[config.mk]
export PLATFORM = sky130hd
export DESIGN_NAME = duart_hostregs
export DESIGN_NICKNAME = d
export VERILOG_FILES = /design/src/rtl/duart_hif_pkg.sv /design/src/rtl/duart_hif_access.sv /design/src/rtl/duart_hif_chan.sv /design/src/rtl/duart_hif_shared.sv /design/src/rtl/duart_hostregs.sv
export SDC_FILE = /design/constraint.sdc
export NUM_CORES = 1
export LEC_CHECK = 0
export BUFFER_PORTS_ARGS = -buffer_cell sky130_fd_sc_hd__buf_2
export CORE_UTILIZATION = 50
export CTS_CLUSTER_SIZE = 14
export DETAILED_ROUTE_END_ITERATION = 6
export GPL_ROUTABILITY_DRIVEN = 0
export PLACE_DENSITY = 0.8
export RECOVER_POWER = 25
export SETUP_SLACK_MARGIN = 0.2
export SLEW_MARGIN = 20
export SYNTH_ARGS = -nofsm -noshare
export SYNTH_HDL_FRONTEND = slang
export SYNTH_SLANG_ARGS = --single-unit
[constraint.sdc]
create_clock -name clk -period 5.82 [get_ports clk]
set_clock_uncertainty 0.1 [all_clocks]
set_input_delay 0.873 -clock clk [delete_from_list [all_inputs] [get_ports clk]]
set_output_delay 0.873 -clock clk [all_outputs]
set_load 0.005 [all_outputs]
[src/rtl/duart_hif_pkg.sv]
package duart_hif_pkg;
  localparam int DW     = 8;
  localparam int NMODE  = 3;
  localparam int PTRW   = 2;
  // offsets within a channel window
  localparam logic [1:0] OFS_MODE = 2'd0;
  localparam logic [1:0] OFS_STAT = 2'd1;
  localparam logic [1:0] OFS_CMD  = 2'd2;
  localparam logic [1:0] OFS_FIFO = 2'd3;
  // command upper nibbles that reload the mode pointer
  localparam logic [3:0] CMD_PTR1 = 4'h1;
  localparam logic [3:0] CMD_PTR0 = 4'hB;
  typedef struct packed {
    logic mode_rd;
    logic mode_wr;
    logic csr_wr;
    logic cmd_wr;
    logic tx_wr;
    logic rx_rd;
  } chan_sel_t;
endpackage

[src/rtl/duart_hif_access.sv]
module duart_hif_access (
  input  logic clk,
  input  logic rst_n,
  input  logic cs_n,
  input  logic rd_n,
  input  logic wr_n,
  output logic rd_active,
  output logic rd_take,
  output logic wr_take
);
  logic wr_active;
  logic prev_rd_q, prev_wr_q;

  always_comb begin
    rd_active = !cs_n && !rd_n;
    wr_active = !cs_n && !wr_n;
    rd_take   = rd_active && !prev_rd_q;
    wr_take   = wr_active && !prev_wr_q;
  end

  always_ff @(posedge clk or negedge rst_n) begin
    if (!rst_n) begin
      prev_rd_q <= 1'b0;
      prev_wr_q <= 1'b0;
    end else begin
      prev_rd_q <= rd_active;
      prev_wr_q <= wr_active;
    end
  end

  // a held strobe is taken only once
  p_single_rd_r12: assert property (@(posedge clk) disable iff (!rst_n)
    rd_take |=> !rd_take);
  p_single_wr_r12: assert property (@(posedge clk) disable iff (!rst_n)
    wr_take |=> !wr_take);
endmodule

[src/rtl/duart_hif_chan.sv]
module duart_hif_chan
  import duart_hif_pkg::*;
#(
  parameter int W = DW
) (
  input  logic                     clk,
  input  logic                     rst_n,
  input  chan_sel_t                sel,
  input  logic [W-1:0]             wdata,
  output logic [NMODE-1:0][W-1:0]  mode_q,
  output logic [W-1:0]             mode_rd,
  output logic [W-1:0]             csr_q,
  output logic                     cmd_stb,
  output logic [3:0]               cmd_op,
  output logic                     rx_en_p,
  output logic                     rx_dis_p,
  output logic                     tx_en_p,
  output logic                     tx_dis_p,
  output logic                     tx_push,
  output logic                     rx_pop
);
  localparam logic [PTRW-1:0] PTR_TOP = PTRW'(NMODE - 1);

  logic [PTRW-1:0] ptr_q, ptr_d;
  logic            ptr_en;
  logic [3:0]      op_d;

  always_comb begin
    ptr_d  = ptr_q;
    ptr_en = 1'b0;
    if (sel.cmd_wr) begin
      if (wdata[7:4] == CMD_PTR1) begin
        ptr_d  = PTRW'(1);
        ptr_en = 1'b1;
      end else if (wdata[7:4] == CMD_PTR0) begin
        ptr_d  = '0;
        ptr_en = 1'b1;
      end
    end else if ((sel.mode_rd || sel.mode_wr) && ptr_q != PTR_TOP) begin
      ptr_d  = ptr_q + 1'b1;
      ptr_en = 1'b1;
    end
    op_d    = sel.cmd_wr ? wdata[7:4] : cmd_op;
    mode_rd = mode_q[ptr_q];
  end

  always_ff @(posedge clk or negedge rst_n) begin
    if (!rst_n) ptr_q <= PTRW'(1);
    else if (ptr_en) ptr_q <= ptr_d;
  end

  for (genvar m = 0; m < NMODE; m++) begin : g_mode
    logic mwe;
    assign mwe = sel.mode_wr && (ptr_q == PTRW'(m));
    always_ff @(posedge clk or negedge rst_n) begin
      if (!rst_n) mode_q[m] <= '0;
      else if (mwe) mode_q[m] <= wdata;
    end
  end

  always_ff @(posedge clk or negedge rst_n) begin
    if (!rst_n) begin
      csr_q    <= '0;
      cmd_op   <= '0;
      cmd_stb  <= 1'b0;
      rx_en_p  <= 1'b0;
      rx_dis_p <= 1'b0;
      tx_en_p  <= 1'b0;
      tx_dis_p <= 1'b0;
      tx_push  <= 1'b0;
      rx_pop   <= 1'b0;
    end else begin
      if (sel.csr_wr) csr_q <= wdata;
      cmd_op   <= op_d;
      cmd_stb  <= sel.cmd_wr;
      rx_en_p  <= sel.cmd_wr && wdata[0];
      rx_dis_p <= sel.cmd_wr && wdata[1];
      tx_en_p  <= sel.cmd_wr && wdata[2];
      tx_dis_p <= sel.cmd_wr && wdata[3];
      tx_push  <= sel.tx_wr;
      rx_pop   <= sel.rx_rd;
    end
  end

  // the pointer never leaves the three mode bytes and saturates at the top
  p_ptr_range_r2: assert property (@(posedge clk) disable iff (!rst_n)
    ptr_q <= PTR_TOP);
  p_ptr_hold_r2: assert property (@(posedge clk) disable iff (!rst_n)
    (ptr_q == PTR_TOP && !sel.cmd_wr) |=> ptr_q == PTR_TOP);
  // reload commands
  p_cmd_ptr1_r3: assert property (@(posedge clk) disable iff (!rst_n)
    (sel.cmd_wr && wdata[7:4] == CMD_PTR1) |=> ptr_q == PTRW'(1));
  p_cmd_ptr0_r3: assert property (@(posedge clk) disable iff (!rst_n)
    (sel.cmd_wr && wdata[7:4] == CMD_PTR0) |=> ptr_q == '0);
  // enable/disable pulses only come with a command strobe
  p_en_with_stb_r4: assert property (@(posedge clk) disable iff (!rst_n)
    (rx_en_p || rx_dis_p || tx_en_p || tx_dis_p) |-> cmd_stb);
endmodule

[src/rtl/duart_hif_shared.sv]
module duart_hif_shared
  import duart_hif_pkg::*;
#(
  parameter int W = DW
) (
  input  logic           clk,
  input  logic           rst_n,
  input  logic           rd_take,
  input  logic           wr_take,
  input  logic [3:0]     addr,
  input  logic [W-1:0]   wdata,
  output logic [W-1:0]   aux_ctrl,
  output logic [W-1:0]   irq_mask,
  output logic [2*W-1:0] ctr_preset,
  output logic [W-1:0]   vec_reg,
  output logic [W-1:0]   outcfg,
  output logic [W-1:0]   out_port,
  output logic           ctr_start,
  output logic           ctr_stop
);
  logic we_aux, we_imr, we_pu, we_pl, we_vec, we_cfg, we_set, we_clr;
  logic [W-1:0] port_d;
  logic         port_en;

  always_comb begin
    we_aux  = wr_take && addr == 4'h4;
    we_imr  = wr_take && addr == 4'h5;
    we_pu   = wr_take && addr == 4'h6;
    we_pl   = wr_take && addr == 4'h7;
    we_vec  = wr_take && addr == 4'hC;
    we_cfg  = wr_take && addr == 4'hD;
    we_set  = wr_take && addr == 4'hE;
    we_clr  = wr_take && addr == 4'hF;
    port_en = we_set || we_clr;
    port_d  = we_set ? (out_port | wdata) : (out_port & ~wdata);
  end

  always_ff @(posedge clk or negedge rst_n) begin
    if (!rst_n) begin
      aux_ctrl   <= '0;
      irq_mask   <= '0;
      ctr_preset <= '0;
      vec_reg    <= '0;
      outcfg     <= '0;
      out_port   <= '0;
      ctr_start  <= 1'b0;
      ctr_stop   <= 1'b0;
    end else begin
      if (we_aux)  aux_ctrl <= wdata;
      if (we_imr)  irq_mask <= wdata;
      if (we_pu)   ctr_preset[2*W-1:W] <= wdata;
      if (we_pl)   ctr_preset[W-1:0]   <= wdata;
      if (we_vec)  vec_reg  <= wdata;
      if (we_cfg)  outcfg   <= wdata;
      if (port_en) out_port <= port_d;
      ctr_start <= rd_take && addr == 4'hE;
      ctr_stop  <= rd_take && addr == 4'hF;
    end
  end

  // set write raises every selected bit, clear write drops it
  p_set_bits_r10: assert property (@(posedge clk) disable iff (!rst_n)
    we_set |=> ((out_port & $past(wdata)) == $past(wdata)));
  p_clr_bits_r10: assert property (@(posedge clk) disable iff (!rst_n)
    we_clr |=> ((out_port & $past(wdata)) == '0));
  // one counter action per access
  p_start_stop_r9: assert property (@(posedge clk) disable iff (!rst_n)
    !(ctr_start && ctr_stop));
endmodule

[src/rtl/duart_hostregs.sv]
module duart_hostregs
  import duart_hif_pkg::*;
(
  input  logic                       clk,
  input  logic                       rst_n,
  input  logic                       cs_n,
  input  logic                       rd_n,
  input  logic                       wr_n,
  input  logic [3:0]                 addr,
  input  logic [DW-1:0]              wdata,
  output logic [DW-1:0]              rdata,
  input  logic [1:0][DW-1:0]         chan_status,
  input  logic [1:0][DW-1:0]         rx_byte_in,
  input  logic [DW-1:0]              in_change,
  input  logic [DW-1:0]              irq_status,
  input  logic [2*DW-1:0]            ctr_value,
  input  logic [DW-1:0]              in_port,
  output logic [1:0][NMODE-1:0][DW-1:0] mode_regs,
  output logic [1:0][DW-1:0]         clk_sel,
  output logic [1:0]                 cmd_stb,
  output logic [1:0][3:0]            cmd_op,
  output logic [1:0]                 rx_en_p,
  output logic [1:0]                 rx_dis_p,
  output logic [1:0]                 tx_en_p,
  output logic [1:0]                 tx_dis_p,
  output logic [1:0]                 tx_push,
  output logic [DW-1:0]              tx_byte,
  output logic [1:0]                 rx_pop,
  output logic                       ctr_start,
  output logic                       ctr_stop,
  output logic [DW-1:0]              aux_ctrl,
  output logic [DW-1:0]              irq_mask,
  output logic [2*DW-1:0]            ctr_preset,
  output logic [DW-1:0]              vec_reg,
  output logic [DW-1:0]              outcfg,
  output logic [DW-1:0]              out_port
);
  logic rst_m, rst_s;
  logic rd_active, rd_take, wr_take, tx_any;
  logic [1:0][DW-1:0] mode_rd;

  // asynchronous assertion, synchronous release
  always_ff @(posedge clk or negedge rst_n) begin
    if (!rst_n) begin
      rst_m <= 1'b0;
      rst_s <= 1'b0;
    end else begin
      rst_m <= 1'b1;
      rst_s <= rst_m;
    end
  end

  duart_hif_access u_acc (
    .clk(clk), .rst_n(rst_s), .cs_n(cs_n), .rd_n(rd_n), .wr_n(wr_n),
    .rd_active(rd_active), .rd_take(rd_take), .wr_take(wr_take)
  );

  for (genvar c = 0; c < 2; c++) begin : g_chan
    chan_sel_t sel;
    logic      hit;
    assign hit = (addr[3] == c[0]) && !addr[2];
    always_comb begin
      sel.mode_rd = rd_take && hit && addr[1:0] == OFS_MODE;
      sel.mode_wr = wr_take && hit && addr[1:0] == OFS_MODE;
      sel.csr_wr  = wr_take && hit && addr[1:0] == OFS_STAT;
      sel.cmd_wr  = wr_take && hit && addr[1:0] == OFS_CMD;
      sel.tx_wr   = wr_take && hit && addr[1:0] == OFS_FIFO;
      sel.rx_rd   = rd_take && hit && addr[1:0] == OFS_FIFO;
    end
    duart_hif_chan #(.W(DW)) u_chan (
      .clk(clk), .rst_n(rst_s), .sel(sel), .wdata(wdata),
      .mode_q(mode_regs[c]), .mode_rd(mode_rd[c]), .csr_q(clk_sel[c]),
      .cmd_stb(cmd_stb[c]), .cmd_op(cmd_op[c]),
      .rx_en_p(rx_en_p[c]), .rx_dis_p(rx_dis_p[c]),
      .tx_en_p(tx_en_p[c]), .tx_dis_p(tx_dis_p[c]),
      .tx_push(tx_push[c]), .rx_pop(rx_pop[c])
    );
  end

  duart_hif_shared #(.W(DW)) u_shared (
    .clk(clk), .rst_n(rst_s), .rd_take(rd_take), .wr_take(wr_take),
    .addr(addr), .wdata(wdata), .aux_ctrl(aux_ctrl), .irq_mask(irq_mask),
    .ctr_preset(ctr_preset), .vec_reg(vec_reg), .outcfg(outcfg),
    .out_port(out_port), .ctr_start(ctr_start), .ctr_stop(ctr_stop)
  );

  assign tx_any = wr_take && !addr[2] && addr[1:0] == OFS_FIFO;

  always_ff @(posedge clk or negedge rst_s) begin
    if (!rst_s) tx_byte <= '0;
    else if (tx_any) tx_byte <= wdata;
  end

  always_comb begin
    rdata = '0;
    if (rd_active) begin
      unique case (addr)
        4'h0: rdata = mode_rd[0];
        4'h1: rdata = chan_status[0];
        4'h3: rdata = rx_byte_in[0];
        4'h4: rdata = in_change;
        4'h5: rdata = irq_status;
        4'h6: rdata = ctr_value[2*DW-1:DW];
        4'h7: rdata = ctr_value[DW-1:0];
        4'h8: rdata = mode_rd[1];
        4'h9: rdata = chan_status[1];
        4'hB: rdata = rx_byte_in[1];
        4'hC: rdata = vec_reg;
        4'hD: rdata = in_port;
        default: rdata = '0;
      endcase
    end
  end

  // bus idle reads zero
  p_idle_zero_r13: assert property (@(posedge clk) disable iff (!rst_s)
    (cs_n || rd_n) |-> rdata == '0);
  // at most one channel pops or pushes per access
  p_pop_onehot_r8: assert property (@(posedge clk) disable iff (!rst_s)
    $onehot0(rx_pop) && $onehot0(tx_push));
  // reserved reads cause no pulse
  p_rsvd_quiet_r11: assert property (@(posedge clk) disable iff (!rst_s)
    (rd_take && addr[1:0] == OFS_CMD && !addr[2]) |=>
      (rx_pop == '0 && !ctr_start && !ctr_stop && cmd_stb == '0));
endmodule

==> impl_results.html <==
<table>
<tr><th>Metric</th><th>Value</th></tr>
<tr><th colspan="2">Status</th></tr>
<tr><td>Outcome</td><td>complete, but fails checks</td></tr>
<tr><td>Failing checks</td><td>capacitance limit, slew limit</td></tr>
<tr><th colspan="2">Logic synthesis</th></tr>
<tr><td>Xor/xnor cell area share of the yosys netlist</td><td>0.001141</td></tr>
<tr><td>Number of enable-type register cells in the synthesized netlist</td><td>0</td></tr>
<tr><td>Post-synthesis cell type count</td><td>56</td></tr>
<tr><td>Sequential fraction of the synthesis area</td><td>0.5221</td></tr>
<tr><td>Register bit total from synthesis</td><td>160</td></tr>
<tr><td>Syn Nets</td><td>720</td></tr>
<tr><td>Async set-reset flop share out of synthesis</td><td>1.000</td></tr>
<tr><td>Post-synthesis instance total</td><td>625</td></tr>
<tr><td>Avg Cell Area, Syn</td><td>12.28 sq um</td></tr>
<tr><td>Simple logic cell fraction of the synthesized area</td><td>0.1086</td></tr>
<tr><td>Count of synthesis-stage warnings from yosys</td><td>0</td></tr>
<tr><td>Fraction of synthesized area in multiplexers</td><td>0.2288</td></tr>
<tr><td>Combinational family with the most area after synthesis</td><td>multiplexers</td></tr>
<tr><td>Total standard cell area after synthesis</td><td>7674 sq um</td></tr>
<tr><td>Compound-cell area share of the yosys netlist</td><td>0.08169</td></tr>
<tr><td>Fraction of the mapped netlist area in adder cells</td><td>0.009783</td></tr>
<tr><td>Primary flip-flop cell chosen by synthesis mapping</td><td>sky130_fd_sc_hd__dfrtp_1</td></tr>
<tr><th colspan="2">GRT</th></tr>
<tr><td>Global Route Usage Sum</td><td>0.2951</td></tr>
<tr><td>Wire length of the first global-routing pass</td><td>34.96 mm</td></tr>
<tr><td>Pin count of the biggest net entering global routing</td><td>59</td></tr>
<tr><td>Global route total overflow</td><td>0</td></tr>
<tr><td>Antenna violations before repair</td><td>1</td></tr>
<tr><td>Number of global-route vias before repair</td><td>6081</td></tr>
<tr><th colspan="2">STA</th></tr>
<tr><td>Count of endpoints failing hold in the final timing report</td><td>0</td></tr>
<tr><td>Post-layout min period</td><td>4.654 ns</td></tr>
<tr><td>Setup TNS</td><td>0 ns</td></tr>
<tr><td>RSZ-0062 raised after global routing</td><td>no</td></tr>
<tr><td>Peak clock frequency supported by timing</td><td>0.2149 GHz</td></tr>
<tr><td>Fin crit share</td><td>0.7996</td></tr>
<tr><td>Worst-Margin Slew</td><td>1.980 ns</td></tr>
<tr><td>Final Slew Violations</td><td>50</td></tr>
<tr><td>Max_slew headroom</td><td>-0.3202</td></tr>
<tr><td>Number of endpoints failing setup at the final stage</td><td>0</td></tr>
<tr><th colspan="2">Power and ir drop</th></tr>
<tr><td>Leakage power of the design</td><td>4.928 nW</td></tr>
<tr><td>Post-layout total power</td><td>3.183 mW</td></tr>
<tr><td>Maximum vdd drop</td><td>0.3224 mV</td></tr>
<tr><td>P per Cell Area</td><td>335.6 nW/um^2</td></tr>
<tr><th colspan="2">Placed design</th></tr>
<tr><td>Half-perimeter wire length of the detailed placement result</td><td>16.29 mm</td></tr>
<tr><td>Placed Instance Area</td><td>8886 sq um</td></tr>
<tr><td>Buffers added on ports</td><td>248</td></tr>
<tr><th colspan="2">Setup path</th></tr>
<tr><td>Cell Chain, Critical Path</td><td>clkbuf_1, nor2b_1, a22o_1, a2111oi_0, a31oi_1, buf_2</td></tr>
<tr><td>Standard cell with the maximum stage delay on the critical path</td><td>sky130_fd_sc_hd__clkbuf_1</td></tr>
<tr><td>R2R setup slack</td><td>2.59 ns</td></tr>
<tr><td>Max FO, Critical Path</td><td>35</td></tr>
<tr><td>Slowest cell delay on critical path</td><td>1.05 ns</td></tr>
<tr><td>Category of the most critical setup path</td><td>input port to output pin</td></tr>
<tr><td>CP Data Arrival Time</td><td>3.68 ns</td></tr>
<tr><td>Crit end category</td><td>output pin</td></tr>
<tr><td>Type of origin of the critical path</td><td>input port</td></tr>
<tr><td>Required @ worst endpoint</td><td>4.85 ns</td></tr>
<tr><th colspan="2">Floorplanning</th></tr>
<tr><td>Width of the die</td><td>125.9 um</td></tr>
<tr><td>Total die area</td><td>15850 sq um</td></tr>
<tr><td>Core area</td><td>14750 sq um</td></tr>
<tr><td>Initial standard-cell utilization of the core</td><td>0.5201</td></tr>
<tr><td>Total I/O pin count</td><td>249</td></tr>
<tr><td>Row Count</td><td>44</td></tr>
<tr><td>Chip Height</td><td>125.9 um</td></tr>
<tr><th colspan="2">Clocking</th></tr>
<tr><td>Count of cells resized by post-cts repair</td><td>0</td></tr>
<tr><td># hold bufs at CTS</td><td>0</td></tr>
<tr><td>Later-pin clock latency in the skew report</td><td>0.43 ns</td></tr>
<tr><td>Sink Count</td><td>160</td></tr>
<tr><td>TritonCTS clock tree</td><td>built</td></tr>
<tr><td>Root buf cell</td><td>sky130_fd_sc_hd__clkbuf_16</td></tr>
<tr><td>H-tree Lvls</td><td>4</td></tr>
<tr><td>Clock buffer count from CTS</td><td>17</td></tr>
<tr><td>Post-CTS Setup Repair Bufs</td><td>0</td></tr>
<tr><td>Buffers from clock root to sink, at most</td><td>2</td></tr>
<tr><td>Clock-pin slew of the registers on the worst-case setup and hold paths</td><td>0.06 ns</td></tr>
<tr><th colspan="2">Finish</th></tr>
<tr><td>Post-synthesis to final-layout area growth</td><td>23.58%</td></tr>
<tr><td>Final layout net count</td><td>934</td></tr>
<tr><td>Final cell utilization of the core</td><td>0.6427</td></tr>
<tr><td>Flip-flop count of the largest register, all copies and words added</td><td>48</td></tr>
<tr><td>Most common library cell in the layout ignoring fill and taps</td><td>sky130_fd_sc_hd__buf_2</td></tr>
<tr><td>Non-Filler Cell Area, Final</td><td>9483 sq um</td></tr>
<tr><td>Fraction of final layout cells sized beyond drive strength 1</td><td>0.5000</td></tr>
<tr><td>Reg with most FFs</td><td>g_chan.u_chan.mode_q</td></tr>
<tr><td>Commonest cells after routing, fill and taps aside</td><td>sky130_fd_sc_hd__buf_2, sky130_fd_sc_hd__dfrtp_1, sky130_fd_sc_hd__mux2_2</td></tr>
<tr><td>Largest registers ranked by flip-flop count</td><td>g_chan.u_chan.mode_q x48, g_chan.u_chan.csr_q x16, u_shared.ctr_preset x16</td></tr>
<tr><th colspan="2">Routing</th></tr>
<tr><td>Drt first pass iters</td><td>5</td></tr>
<tr><td>Remaining antenna violation count</td><td>0</td></tr>
<tr><td>Detailed-route via count</td><td>5970</td></tr>
<tr><td>Drt wl/cell</td><td>22.09 um</td></tr>
<tr><td>Starting DRC count in detailed routing</td><td>553</td></tr>
<tr><td>Sum of routed wire length over all layers</td><td>22.86 mm</td></tr>
<tr><td>Drc violations</td><td>0</td></tr>
<tr><td>DR vias/cell</td><td>5.768</td></tr>
<tr><th colspan="2">Min path</th></tr>
<tr><td>Type of the most critical hold path</td><td>input port to asynchronous set/reset pin</td></tr>
<tr><th colspan="2">Flow run</th></tr>
<tr><td>Max-capacitance violation count</td><td>1</td></tr>
</table>
cells by family (layout without fill, tap and decap cells):
logic type | after synthesis | after routing
muxes | 158 | 158
xor gates and xnor gates | 1 | 1
buffers and inverters | 78 | 303
and+or+nand+nor | 132 | 132
AOI/OAI and AO/OA | 89 | 89
DFF | 160 | 160
adders and majority gates | 6 | 6
other | 1 | 2
final cells by class:
| cell class | instances | area, sq um |
|---|---|---|
| clock inverter | 4 | 72.57 |
| fill | 1197 | 5271 |
| multi-input combinational | 387 | 3309 |
| clock buffer | 26 | 529.3 |
| inverter | 23 | 86.33 |
| antenna | 1 | 2.502 |
| timing repair buffer | 250 | 1246 |
| tap | 184 | 230.2 |
| sequential | 160 | 4006 |
per-stage QoR:
| stage | cells | hold WS, ns | setup WS, ns |
|---|---|---|---|
| finish | 1035 | 0.1280 | 1.166 |
| CTS | 1034 | 0.1153 | 1.642 |
| global placement | 1004 | 0.2352 | 1.735 |
| detailed placement | 1004 | 0.2378 | 1.641 |
| global route | 1035 | 0.1286 | 0.9451 |
| floorplan | 625 | 0.2312 | 0.9352 |
layer usage:
metal,global-route usage,vias up,share of wire
met1,0.3552,3007,0.40
li1,-,2649,-
met3,0.07052,56,0.069
met5,0,-,0
met2,0.5005,258,0.49
met4,0.1389,0,0.039
Yosys cell counts (all sizes together) (3+ instances only):
cell     number  area share
a21oi        11      0.0072
a22oi         8      0.0078
nand3b       27       0.026
ha            6      0.0098
a22o          9       0.010
a31oi         7      0.0057
dfrtp       158        0.52
inv          23       0.011
nor2b         9      0.0073
o2bb2ai       4      0.0046
a32o          4      0.0052
nand2        27       0.016
nor2         18      0.0098
o21ai        23       0.015
clkbuf       27       0.013
nor3         11       0.011
and4b         4      0.0052
mux2i        28       0.037
nand2b        4      0.0033
and2         15       0.012
a221oi        3      0.0034
buf          28       0.023
nand3         4      0.0026
mux2        129        0.19
o22ai         3      0.0024
a2111oi       4      0.0054
path summary, 6_finish.rpt:
check                        start                         end  depth (start not counted)
max                        addr[0]                    rdata[2]                          6
min                          rst_n                       rst_m                          1
max reg2reg                  rst_s  g_chan[1].u_chan.cmd_op[1]                          1
min reg2reg                  rst_m                       rst_s                          0
max in group asynchronous    rst_s  g_chan[1].u_chan.cmd_op[1]                          1
min in group clk             rst_m                       rst_s                          0
critical path: cells and delay by family:
kind	cells	cell delay, ns
buf+inv	2	1.24
compound gates	3	1.20
simple gates	1	0.35
power breakdown:
group / internal [mW] / total [mW] / switching [mW]
Combinational: 0.321 / 0.611 / 0.290
Clock: 0.707 / 1.13 / 0.426
Sequential: 1.28 / 1.44 / 0.157
Total: 2.31 / 3.18 / 0.873
(Power assumes the default switching activity.)
